### src/rtl/bru_pkg.sv
// Package: shared constants and the control-flow class type for the
// next-PC unit. Assumes 32-bit instruction words with a 6-bit opcode.
package bru_pkg;
    localparam int INSTR_W = 32;
    localparam int OPC_W   = 6;
    localparam int FN_W    = 6;
    localparam int REG_W   = 5;
    localparam int OFS_W   = 16;
    localparam int IDX_W   = 26;
    localparam int REGION_W = 4;

    localparam logic [OPC_W-1:0] OP_REG   = 6'h00;
    localparam logic [OPC_W-1:0] OP_ZCMP  = 6'h01;
    localparam logic [OPC_W-1:0] OP_JMP   = 6'h02;
    localparam logic [OPC_W-1:0] OP_JMPL  = 6'h03;
    localparam logic [OPC_W-1:0] OP_BREQ  = 6'h04;
    localparam logic [OPC_W-1:0] OP_BRNE  = 6'h05;
    localparam logic [OPC_W-1:0] OP_BRLEZ = 6'h06;
    localparam logic [OPC_W-1:0] OP_BRGTZ = 6'h07;

    localparam logic [FN_W-1:0] FN_JREG  = 6'h08;
    localparam logic [FN_W-1:0] FN_JREGL = 6'h09;

    localparam logic [REG_W-1:0] RT_LTZ = 5'd0;
    localparam logic [REG_W-1:0] RT_GEZ = 5'd1;

    typedef enum logic [3:0] {
        CF_SEQ,
        CF_EQ,
        CF_NE,
        CF_LEZ,
        CF_GTZ,
        CF_LTZ,
        CF_GEZ,
        CF_JABS,
        CF_JREG,
        CF_BAD
    } cf_kind_e;
endpackage

### src/rtl/bru_decode.sv
// Module: classifies an instruction into a control-flow kind and says
// whether it writes a return address. Assumes fields are pre-sliced.
module bru_decode
    import bru_pkg::*;
(
    input  logic [OPC_W-1:0] opc,
    input  logic [REG_W-1:0] rt_sel,
    input  logic [FN_W-1:0]  fn,
    output cf_kind_e         kind,
    output logic             link
);
    // Map opcode, rt selector and function code onto a kind.
    always_comb begin
        kind = CF_BAD;
        link = 1'b0;
        unique casez (opc)
            OP_REG: begin
                if (fn == FN_JREG) begin
                    kind = CF_JREG;
                end else if (fn == FN_JREGL) begin
                    kind = CF_JREG;
                    link = 1'b1;
                end else begin
                    kind = CF_SEQ;
                end
            end
            OP_ZCMP: begin
                if (rt_sel == RT_LTZ)      kind = CF_LTZ;
                else if (rt_sel == RT_GEZ) kind = CF_GEZ;
                else                       kind = CF_BAD;
            end
            OP_JMP:   kind = CF_JABS;
            OP_JMPL: begin
                kind = CF_JABS;
                link = 1'b1;
            end
            OP_BREQ:  kind = CF_EQ;
            OP_BRNE:  kind = CF_NE;
            OP_BRLEZ: kind = CF_LEZ;
            OP_BRGTZ: kind = CF_GTZ;
            6'b001???: kind = CF_SEQ;
            6'b10????: kind = CF_SEQ;
            default:  kind = CF_BAD;
        endcase
    end
endmodule

### src/rtl/bru_cond.sv
// Module: evaluates whether the classified instruction redirects fetch.
// Uses only an equality compare, the sign bit and a zero reduction.
module bru_cond
    import bru_pkg::*;
#(
    parameter int DW = 32
) (
    input  cf_kind_e        kind,
    input  logic [DW-1:0]   rs_val,
    input  logic [DW-1:0]   rt_val,
    output logic            take
);
    logic rs_zero;
    logic rs_neg;
    logic same;

    // Cheap predicates shared by all condition forms.
    always_comb begin
        rs_zero = ~|rs_val;
        rs_neg  = rs_val[DW-1];
        same    = (rs_val == rt_val);
    end

    // Select the predicate that belongs to the kind.
    always_comb begin
        unique case (kind)
            CF_EQ:   take = same;
            CF_NE:   take = ~same;
            CF_LEZ:  take = rs_neg | rs_zero;
            CF_GTZ:  take = ~rs_neg & ~rs_zero;
            CF_LTZ:  take = rs_neg;
            CF_GEZ:  take = ~rs_neg;
            CF_JABS: take = 1'b1;
            CF_JREG: take = 1'b1;
            default: take = 1'b0;
        endcase
    end
endmodule

### src/rtl/bru_target.sv
// Module: forms the sequential, PC-relative, region-absolute and
// register targets and picks the next PC. Assumes AW > 28.
module bru_target
    import bru_pkg::*;
#(
    parameter int AW = 32
) (
    input  logic [AW-1:0]    pc,
    input  logic [IDX_W-1:0] idx,
    input  logic [AW-1:0]    rs_val,
    input  cf_kind_e         kind,
    input  logic             take,
    output logic [AW-1:0]    seq_pc,
    output logic [AW-1:0]    npc
);
    localparam int EXT_W  = AW - OFS_W - 2;
    localparam int KEEP_W = AW - IDX_W - 2;

    logic [OFS_W-1:0] ofs;
    logic [AW-1:0]    rel_pc;
    logic [AW-1:0]    abs_pc;

    // Compute every candidate target in parallel.
    always_comb begin
        ofs    = idx[OFS_W-1:0];
        seq_pc = pc + AW'(4);
        rel_pc = seq_pc + {{EXT_W{ofs[OFS_W-1]}}, ofs, 2'b00};
        abs_pc = {seq_pc[AW-1 -: KEEP_W], idx, 2'b00};
    end

    // Choose the candidate named by the kind when the condition holds.
    always_comb begin
        npc = seq_pc;
        if (take) begin
            unique case (kind)
                CF_EQ, CF_NE, CF_LEZ, CF_GTZ, CF_LTZ, CF_GEZ: npc = rel_pc;
                CF_JABS: npc = abs_pc;
                CF_JREG: npc = rs_val;
                default: npc = seq_pc;
            endcase
        end
    end
endmodule

### src/rtl/bru_next_pc.sv
// Module: top of the next-PC unit. Decodes, evaluates, builds targets
// and registers all results. Assumes a synchronous active-low reset.
module bru_next_pc
    import bru_pkg::*;
#(
    parameter int AW = 32
) (
    input  logic              clk,
    input  logic              rst_n,
    input  logic [AW-1:0]     pc_i,
    input  logic [INSTR_W-1:0] instr_i,
    input  logic [AW-1:0]     rs_val_i,
    input  logic [AW-1:0]     rt_val_i,
    output logic [AW-1:0]     npc_o,
    output logic              taken_o,
    output logic              link_en_o,
    output logic [AW-1:0]     link_val_o,
    output logic              illegal_o
);
    localparam int HI_W = AW - IDX_W - 2;

    cf_kind_e      kind;
    logic          link;
    logic          take;
    logic [AW-1:0] seq_pc;
    logic [AW-1:0] npc_c;
    logic [HI_W-1:0] region_hi;

    bru_decode u_dec (
        .opc    (instr_i[31:26]),
        .rt_sel (instr_i[20:16]),
        .fn     (instr_i[5:0]),
        .kind   (kind),
        .link   (link)
    );

    bru_cond #(.DW(AW)) u_cond (
        .kind   (kind),
        .rs_val (rs_val_i),
        .rt_val (rt_val_i),
        .take   (take)
    );

    bru_target #(.AW(AW)) u_tgt (
        .pc     (pc_i),
        .idx    (instr_i[25:0]),
        .rs_val (rs_val_i),
        .kind   (kind),
        .take   (take),
        .seq_pc (seq_pc),
        .npc    (npc_c)
    );

    // Region bits of PC+4 kept for the jump-target check.
    always_comb region_hi = seq_pc[AW-1 -: HI_W];

    // Register the resolved results; clear them in reset.
    always_ff @(posedge clk) begin
        if (!rst_n) begin
            npc_o      <= '0;
            taken_o    <= 1'b0;
            link_en_o  <= 1'b0;
            link_val_o <= '0;
            illegal_o  <= 1'b0;
        end else begin
            npc_o      <= npc_c;
            taken_o    <= take;
            link_en_o  <= link;
            link_val_o <= seq_pc;
            illegal_o  <= (kind == CF_BAD);
        end
    end

    AST_LINK_RETURN: assert property (@(posedge clk) disable iff (!rst_n)
        ($past(rst_n) && link_en_o) |-> (link_val_o == $past(pc_i) + AW'(4)));
    AST_FALLTHROUGH: assert property (@(posedge clk) disable iff (!rst_n)
        ($past(rst_n) && !taken_o) |-> (npc_o == $past(pc_i) + AW'(4)));
    AST_BAD_INERT: assert property (@(posedge clk) disable iff (!rst_n)
        illegal_o |-> (!taken_o && !link_en_o));
    AST_FLAGS_EXCL: assert property (@(posedge clk) disable iff (!rst_n)
        $onehot0({taken_o, illegal_o}));
    AST_JUMP_REGION: assert property (@(posedge clk) disable iff (!rst_n)
        ($past(rst_n) && ($past(instr_i[31:26]) == OP_JMP || $past(instr_i[31:26]) == OP_JMPL))
        |-> (taken_o && npc_o[AW-1 -: HI_W] == $past(region_hi)));
    AST_JREG_TARGET: assert property (@(posedge clk) disable iff (!rst_n)
        ($past(rst_n) && $past(instr_i[31:26]) == OP_REG &&
         ($past(instr_i[5:0]) == FN_JREG || $past(instr_i[5:0]) == FN_JREGL))
        |-> (taken_o && npc_o == $past(rs_val_i)));
endmodule

### config.mk
export PLATFORM = sky130hd
export DESIGN_NAME = bru_next_pc
export DESIGN_NICKNAME = d
export VERILOG_FILES = /design/src/rtl/bru_pkg.sv /design/src/rtl/bru_decode.sv /design/src/rtl/bru_cond.sv /design/src/rtl/bru_target.sv /design/src/rtl/bru_next_pc.sv
export SDC_FILE = /design/constraint.sdc
export NUM_CORES = 1
export LEC_CHECK = 0
export BUFFER_PORTS_ARGS = -buffer_cell sky130_fd_sc_hd__buf_2
export CELL_PAD_IN_SITES_DETAIL_PLACEMENT = 2
export CELL_PAD_IN_SITES_GLOBAL_PLACEMENT = 2
export CORE_UTILIZATION = 30
export CTS_BUF_LIST = sky130_fd_sc_hd__clkbuf_8
export DETAILED_ROUTE_END_ITERATION = 6
export PLACE_DENSITY_LB_ADDON = 0.1
export SLEW_MARGIN = 25
export SYNTH_ARGS = -nofsm -noshare
export SYNTH_HDL_FRONTEND = slang
export SYNTH_SLANG_ARGS = --single-unit
### constraint.sdc
create_clock -name clk -period 8.7 [get_ports clk]
set_input_delay 0.87 -clock clk [delete_from_list [all_inputs] [get_ports clk]]
set_output_delay 0.87 -clock clk [all_outputs]
set_load 0.02 [all_outputs]
==> summary.md, run 1 <==
| Metric | Value |
|---|---|
| Adder-Cell Fraction of Synth Area | `8.482%` |
| Clock-pin transition on the worst setup and hold timing paths | `0.08 ns` |
| Avg Cell Area, Syn | `8.042 µm²` |
| Post-DP Area | `6455 µm²` |
| Max-slew violations | `0` |
| Non-Filler Instances | `1068` |
| Post CTS Setup Buffer Count | `0` |
| Largest net degree at the start of global routing | `35` |
| CP top delay family | `compound AO/OA/AOI/OAI gates` |
| Synth Area in Simple Gates | `22.25%` |
| Required time worst endpoint | `8.96 ns` |
| CP Data Arrival Time | `4.97 ns` |
| Number of top-level pins | `197` |
| Final period utilization | `54.11%` |
| Num Clock Sinks | `67` |
| Bufs and invs on worst path | `2` |
| Number of distinct library cells after synthesis | `64` |
| H-tree levels | `3` |
| Total power | `937.6 µW` |
| Mapped Nets | `818` |
| Area leader, netlist | `dfxtp_1` |
| Share of layout cells above drive strength 1 | `27.79%` |
| Status | `finished with violations` |
| First-pass GRT wire length | `35.50 mm` |
| Cell with the most instances after synthesis | `dfxtp_1` |
| Post-synthesis compound-gate area fraction | `24.33%` |
| Total wire length | `23.42 mm` |
| Hold Vio Cnt, Final | `0` |
| Detail Route Antenna Nets | `0` |
| Post-CTS Resized | `0` |
| Slew HR | `52.89%` |
| Final Cell Area | `6651 µm²` |
| Top cells by count, synth | `dfxtp_1 (67), nor2_1 (62), xnor2_1 (55), nand2_1 (45), inv_1 (35)` |
| Initial Utilization | `30.57%` |
| Filler cells | `2070` |
| Setup TNS | `0 ns` |
| Final Setup Violations | `0` |
| Pwr dens | `141.0 nW/µm²` |
| Hold/Removal Path Class | `in -> reg` |
| Ys async rst share | `0%` |
| Worst path most repeated cell | `o21ai_0` |
| Max Clock Freq | `212.4 MHz` |
| Crit-path cells | `buf_2 -> ha_1 -> and2_0 -> xnor2_1 -> inv_1 -> ha_1 -> or3_1 -> a211o_1 -> a41oi_1 -> o21ai_0 -> a21oi_1 -> o21ai_0 -> nand3_1 -> o21ai_0 -> o311a_1` |
| Static Leakage | `0.003040 µW` |
| Number of synthesized flops with an enable pin | `0` |
| Critical path type | `in -> reg` |
| FP Rows | `48` |
| VDD IR max | `0.06262 mV` |
| Share of the synthesized area in the top cell type | `25.54%` |
| HP Start | `pc_i[0]` |
| Placed Cells | `1051` |
| Avg WL per Cell | `21.93 µm` |
| CP max stage cell | `a21oi_1` |
| Total CTS buffers | `9` |
| Root buf cell | `clkbuf_8` |
| Worst Tran Pin Value | `0.7024 ns` |
| Multiplexer share of the synthesized area | `0.8339%` |
| Max incr delay on CP | `0.45 ns` |
| DRC violations left | `3` |
| Main synth FF type | `dfxtp_1` |
| Gr usage total | `26.12%` |
| Post-Syn Area | `5251 µm²` |
| TritonCTS clock tree | `done` |
| CTS Buffer Depth | `2` |
| Die area | `18040 µm²` |
| Failing checks | `design-rule violations` |
| Core area | `17180 µm²` |
| Final Util | `38.72%` |
| Pre-Repair DR Iteration Count | `7` |
| IO Port Bufs | `196` |
| Largest family of logic cells by synthesized area | `compound AO/OA/AOI/OAI gates` |
| Routed via count | `5879` |
| Register area share after synthesis | `25.54%` |
| Period minus WS final | `4.708 ns` |
| Synth warn | `0` |
| RSZ-0062 raised after global routing | `false` |
| Vias in the first global route | `6380` |
| DR vias/cell | `5.505` |
| Top post-synthesis cells by area | `dfxtp_1 (26%), xnor2_1 (9.2%), ha_1 (8.1%), nor2_1 (4.4%), xor2_1 (4.3%)` |
| Worst Setup End Kind | `register` |
| Overall die width | `134.3 µm` |
| DP Wirelength | `19.14 mm` |
| Die height | `134.3 µm` |
| Final net count | `1002` |
| Post-CTS Hold Buffers | `0` |
| End of the worst hold path | `link_val_o[0]` |
| Hold path cells | `2` |
| GRT Residual Overflow | `0` |
| Critical Path Fanout Max | `6` |
| Drt first-iter violations | `302` |
| Startpoint Class | `primary input` |
| Antenna violations before repair | `1` |
| #FFs+latches synth | `67` |
| Max cap viols | `0` |
| GPL Wtd Cong | `0.8746` |
| Synth Area in XOR/XNOR | `13.51%` |
| Area added between synthesis and finish | `26.66%` |
| Synth Instances | `653` |
-- sequential cells by signal (all words and copies together) (netlist names) --
name        count
link_val_o     32
npc_o          32
taken_o         1
illegal_o       1
link_en_o       1
-- per-stage QoR --
step                      setup slack (ns)  hold WS [ns]
final                                3.992        0.7072
after global routing                 3.659        0.6954
after CTS                            3.978        0.6938
after detailed placement             3.618         1.095
after global placement               3.664         1.101
after floorplan                      4.708        0.9424
-- power by group --
group	total [µW]	internal, µW	leakage, µW	switching, µW
Combinational	333	131	0.00238	201
Clock	274	132	0.000104	142
Sequential	332	327	0.000558	4.99
-- layer usage --
metal  vias to the layer above  GRT usage, %  wire [µm]
li1                       2768             -          -
met1                      2884         29.56       9512
met2                       182         46.83      11850
met3                        45         4.762       1133
met4                         0         13.05        922
met5                         -             0          0
-- cell usage in the layout, fill, tap and decap left out, types with 9 or more instances in the layout --
cell,n
ha_1,34
a21o_1,19
buf_2,196
nor3_1,10
a222oi_1,12
xor2_1,26
nor2_1,61
a221oi_1,17
nor2b_1,18
inv_1,35
xnor2_1,55
dfxtp_1,67
nand2_1,45
a211oi_1,22
nor4_1,9
nand3_1,18
a21oi_1,33
o21ai_0,21
clkbuf_8,9
nand4_1,21
-- logic make-up (layout without fill, tap and decap cells) --
family,count (synthesis),count (layout)
other,0,1
flip-flops,67,67
XOR/XNOR,81,81
AND/OR/NAND/NOR,228,228
multiplexers,4,4
AO/OA/AOI/OAI,173,173
adder cells (fa/ha/maj),35,35
buffers and inverters,65,254
-- how the worst max path moves through the flow --
stage / startpoint / endpoint / cells after the start
after floorplan: pc_i[5] / npc_o[28] / 18
after global placement: pc_i[2] / npc_o[27] / 16
after detailed placement: pc_i[2] / npc_o[27] / 16
after CTS: pc_i[2] / npc_o[27] / 16
after global routing: pc_i[2] / npc_o[27] / 16
final: pc_i[2] / npc_o[27] / 15
-- final cells by class --
cell class / count / area (µm²) / share of cell area, %
clock buffers: 9 / 123.9 / 1.862
repair buffers: 203 / 1037 / 15.59
clock inverters: 7 / 70.07 / 1.053
flip-flops and latches: 67 / 1341 / 20.17
well taps: 225 / 281.5 / 4.233
diodes: 1 / 2.502 / 0.03762
multi-input cells: 521 / 3664 / 55.08
inverters: 35 / 131.4 / 1.975
(Power assumes the default switching activity.)
==> run 2: changes to the inputs <==
Settings changed: CORE_UTILIZATION 30 to 26.
Clock period 8.7 ns to 4.1 ns, I/O delays scaled along.
==> run 2 against run 1 <==
Effect of this change: the run now ends clean; via count increased by 2.2%; clock power increased by 110%; non-clock buffer count increased by 46; final cell count increased by 8.1%; clock-buffer cell count unchanged; wire length increased by 8.7%.
==> summary.md, run 2 (synthesis results as in run 1) <==
| Metric | Value |
|---|---|
| Status | `finished, final reports clean` |
| Max cap viols | `0` |
| IO Port Bufs | `196` |
| Clk network pwr share | `28.2%` |
| Final net count | `1048` |
| Setup ws final | `0.3855 ns` |
| CP Data Arrival Time | `4.00 ns` |
| Worst Tran Pin Value | `0.7789 ns` |
| Startpoint Class | `primary input` |
| Max-slew violations | `0` |
| Gate power share | `37.4%` |
| Hold/Removal Path Class | `in -> reg` |
| H-tree levels | `3` |
| Final Cell Area | `7049 µm²` |
| Die height | `144.1 µm` |
| TritonCTS clock tree | `done` |
| Pre-Repair DR Iteration Count | `7` |
| Crit-path cells | `buf_2 -> buf_4 -> nand2_1 -> nor2b_1 -> buf_4 -> and3_1 -> nand2_1 -> nor2_1 -> xnor2_1 -> inv_1 -> ha_1 -> a21o_1 -> a21o_1 -> a21o_1 -> a21o_1 -> a21oi_1 -> o21bai_1 -> a31oi_1 -> mux2_2 -> a221oi_2` |
| Pwr dens | `291.3 nW/µm²` |
| Overall die width | `144.1 µm` |
| Clock-pin transition on the worst setup and hold timing paths | `0.09 ns` |
| Max Clock Freq | `269.2 MHz` |
| CP max stage cell | `mux2_2` |
| End of the worst hold path | `link_val_o[0]` |
| First-pass GRT wire length | `38.06 mm` |
| Vias in the first global route | `6498` |
| Routed via count | `6006` |
| Die area | `20770 µm²` |
| Setup TNS | `0 ns` |
| Num Clock Sinks | `67` |
| Max incr delay on CP | `0.37 ns` |
| DRC violations left | `0` |
| HP Start | `pc_i[0]` |
| Most common cell after layout, fill and taps aside | `buf_2` |
| Worst path most repeated cell | `a21o_1` |
| VDD IR max | `0.1293 mV` |
| Internal | `1283 µW` |
| Post CTS Setup Buffer Count | `0` |
| Critical Path Fanout Max | `5` |
| Area added between synthesis and finish | `34.24%` |
| Final Setup Violations | `0` |
| DP Wirelength | `20.90 mm` |
| FP Rows | `51` |
| Slew HR | `48.07%` |
| Number of top-level pins | `197` |
| Avg WL per Cell | `22.04 µm` |
| Core area | `19650 µm²` |
| Final period utilization | `90.60%` |
| Hold path cells | `2` |
| Top Registers | `link_val_o x32, npc_o x32` |
| Post-CTS Hold Buffers | `0` |
| Root buf cell | `clkbuf_8` |
| Pre-CTS setup slack | `-0.1551 ns` |
| Post-DP Area | `6847 µm²` |
| Hold Vio Cnt, Final | `0` |
| Worst Setup End Kind | `register` |
| DR vias/cell | `5.200` |
| Period minus WS final | `3.715 ns` |
| Psw | `770.7 µW` |
| Critical path type | `in -> reg` |
| Static Leakage | `0.003265 µW` |
| Detail Route Antenna Nets | `0` |
| Gr usage total | `24.61%` |
| Required time worst endpoint | `4.39 ns` |
| Antenna violations before repair | `2` |
| Post-CTS Resized | `0` |
| GRT Residual Overflow | `0` |
| Most frequent cells in the layout | `buf_2 (196), dfxtp_1 (67), nor2_1 (61)` |
| Share of layout cells above drive strength 1 | `31.64%` |
| Switching share of power | `37.53%` |
| Drt first-iter violations | `339` |
| GPL Wtd Cong | `0.8188` |
| Total power | `2054 µW` |
| Total wire length | `25.46 mm` |
| RSZ-0062 raised after global routing | `false` |
| Reg power frac | `34.3%` |
| CTS Buffer Depth | `2` |
| Largest net degree at the start of global routing | `57` |
| Total CTS buffers | `9` |
| Initial Utilization | `26.72%` |
| Worst hold slack | `0.2616 ns` |
==> run 2: power groups by stage <==
stage / Clock [µW] / Combinational [µW] / Sequential (µW)
CTS: 602 / 771 / 706
finish: 580 / 769 / 705
floorplan: 0 / 377 / 774
global route: 622 / 832 / 710
global placement: 0 / 748 / 720
detailed placement: 0 / 766 / 721
==> run 2: worst max-delay path by stage <==
| stage | slack (ns) | to | from |
|---|---|---|---|
| floorplan | 0.57 | npc_o[28] | pc_i[5] |
| global placement | -0.16 | npc_o[31] | pc_i[9] |
| detailed placement | -0.16 | npc_o[31] | pc_i[9] |
| CTS | 0.22 | npc_o[31] | pc_i[9] |
| global route | 0.08 | npc_o[31] | pc_i[9] |
| finish | 0.39 | npc_o[28] | pc_i[2] |
==> run 2: cell type report <==
class                           instances  area, µm²
Fill cell                            2355      12600
Multi-Input combinational cell        521       3676
Timing Repair Buffer                  249       1379
Sequential cell                        67       1341
Tap cell                              265      331.6
Inverter                               35      131.4
Clock buffer                            9      123.9
Clock inverter                          7      61.31
Antenna cell                            2      5.005
==> run 2: critical path: cells and delay by family <==
family	cells	cell delay, ns
AO/OA/AOI/OAI	8	1.39
multiplexers	1	0.37
XOR/XNOR	1	0.20
AND/OR/NAND/NOR	5	0.78
adder cells (fa/ha/maj)	1	0.33
buffers and inverters	4	0.50
==> run 2: layer usage <==
layer | GRT usage, % | up-vias | part of all wire, % | routed length [µm]
li1 | - | 2848 | - | -
met1 | 30.17 | 2979 | 43 | 11070
met2 | 44.34 | 152 | 51 | 12890
met3 | 3.344 | 27 | 3.9 | 989
met4 | 7.167 | 0 | 2.0 | 512
met5 | 0 | - | 0 | 0
==> run 2: metrics by stage <==
step / instances / utilization (%)
5_1_grt: 1155 / 35.87
2_1_floorplan: 653 / -
6_report: 1155 / 35.87
3_3_place_gp: 1137 / 34.84
4_1_cts: 1153 / 35.78
3_5_place_dp: 1137 / 34.84
==> run 3: changes to the inputs <==
Settings changed: CTS_BUF_LIST sky130_fd_sc_hd__clkbuf_8 to sky130_fd_sc_hd__clkbuf_2.
==> run 3 against run 2 <==
Effect of this change: first-iteration DRC count decreased by 14%; die area unchanged; non-clock buffer count increased by 2; wire length increased by 0.15%; final cell count increased by 0.26%; utilization decreased by 0.34 points; global-route usage about the same; setup slack improved by 0.17 ns; worst hold slack got worse by 0.20 ns; critical path type unchanged; largest cell class unchanged; highest routed layer unchanged.
==> summary.md, run 3 (synthesis results as in run 1) <==
| Metric | Value |
|---|---|
| Status | `finished, final reports clean` |
| Avg WL per Cell | `22.02 µm` |
| IO Port Bufs | `196` |
| CTS Buffer Depth | `2` |
| Pre-Repair DR Iteration Count | `5` |
| Gr usage total | `24.64%` |
| Final Cell Area | `6983 µm²` |
| Die height | `144.1 µm` |
| Antenna violations before repair | `3` |
| Largest net degree at the start of global routing | `57` |
| Pwr dens | `274.8 nW/µm²` |
| Final net count | `1050` |
| H-tree levels | `3` |
| Non-Filler Instances | `1158` |
| Period minus WS final | `3.548 ns` |
| Hold path cells | `3` |
| Hold Vio Cnt, Final | `0` |
| Post-CTS Resized | `0` |
| FP Rows | `51` |
| Overall die width | `144.1 µm` |
| Worst Tran Pin Value | `0.7266 ns` |
| Initial Utilization | `26.72%` |
| Max-slew violations | `0` |
| Die area | `20770 µm²` |
| Root buf cell | `clkbuf_2` |
| Clock-pin transition on the worst setup and hold timing paths | `0.23 ns` |
| Slew HR | `51.56%` |
| Number of top-level pins | `197` |
| DP Wirelength | `20.90 mm` |
| Hold/Removal Path Class | `in -> reg` |
| Most common cell after layout, fill and taps aside | `buf_2` |
| GPL Wtd Cong | `0.8188` |
| DRC violations left | `0` |
| GRT Residual Overflow | `0` |
| Post-DP Area | `6847 µm²` |
| Crit-path cells | `buf_2 -> and4_1 -> and4_1 -> and3_1 -> buf_4 -> nand2_1 -> nor2_1 -> nand4_1 -> xor2_1 -> inv_1 -> ha_1 -> a21oi_1 -> nor2b_1 -> o21a_1 -> nor3_1 -> o211ai_1 -> a21oi_1 -> xnor2_1 -> o21ai_0` |
| Drt first-iter violations | `292` |
| Static Leakage | `0.003240 µW` |
| CP max stage cell | `xor2_1` |
| Detail Route Antenna Nets | `0` |
| Total wire length | `25.50 mm` |
| Max Clock Freq | `281.8 MHz` |
| Vias in the first global route | `6504` |
| Max cap viols | `0` |
| Core area | `19650 µm²` |
| Num Clock Sinks | `67` |
| RSZ-0062 raised after global routing | `false` |
| CP Data Arrival Time | `4.09 ns` |
| VDD IR max | `0.1006 mV` |
| Critical Path Fanout Max | `4` |
| Critical path type | `in -> reg` |
| Share of layout cells above drive strength 1 | `31.57%` |
| Top Registers | `link_val_o x32, npc_o x32` |
| TritonCTS clock tree | `done` |
| Total CTS buffers | `9` |
| Final Setup Violations | `0` |
| Worst Setup End Kind | `register` |
| Required time worst endpoint | `4.64 ns` |
| First-pass GRT wire length | `37.85 mm` |
| Final period utilization | `86.54%` |
| Placed Cells | `1137` |
| DR vias/cell | `5.224` |
| Max incr delay on CP | `0.33 ns` |
| Total power | `1919 µW` |
| Most frequent cells in the layout | `buf_2 (196), dfxtp_1 (67), nor2_1 (61)` |
| Startpoint Class | `primary input` |
| Routed via count | `6049` |
| Area added between synthesis and finish | `32.98%` |
-- run 3: timing repair --
action | in CTS | in global routing
endpoints found under the hold margin | 2 | 0
setup endpoints to repair | 0 | 0
hold buffers | 2 | 0
buffers inserted | 0 | 0
-- run 3: worst max-delay path, delay by kind of cell --
kind,cells,cell delay (ns)
AND/OR/NAND/NOR,8,1.59
AO/OA/AOI/OAI,5,0.94
XOR/XNOR,2,0.46
buffers and inverters,3,0.38
adder cells (fa/ha/maj),1,0.31
-- run 3: cell type report --
cell class / instances / area [µm²]
fill: 2371 / 12670
multi-input combinational: 521 / 3664
timing repair buffer: 251 / 1399
sequential: 67 / 1341
tap: 265 / 331.6
inverter: 35 / 131.4
clock buffer: 11 / 55.05
clock inverter: 5 / 53.80
antenna: 3 / 7.507
-- run 3: final timing paths --
check / start / to / slack, ns
max: pc_i[9] / npc_o[31] / 0.55
min: instr_i[0] / link_en_o / 0.07
-- run 3: layer usage --
layer,share of wire [%],up-vias,global-route usage (%)
met2,50,171,44.42
met5,0,-,0
met1,44,2994,29.85
met4,2.4,0,9.015
met3,4.1,31,2.815
li1,-,2853,-
-- run 3: per-stage QoR --
step	util [%]	TNS (ns)	hold slack (ns)	setup WS (ns)
2_1_floorplan	-	0	0.4824	0.5681
3_3_place_gp	34.84	-0.1615	0.6303	-0.1615
3_5_place_dp	34.84	-0.1551	0.6375	-0.1551
4_1_cts	35.49	0	0.05268	0.5203
5_1_grt	35.53	0	0.07737	0.1550
6_report	35.53	0	0.06568	0.5517
-- run 3: power breakdown --
group / internal [µW] / total [µW] / switching [µW]
clock: 144 / 442 / 298
combinational: 316 / 769 / 454
sequential: 695 / 707 / 12.3
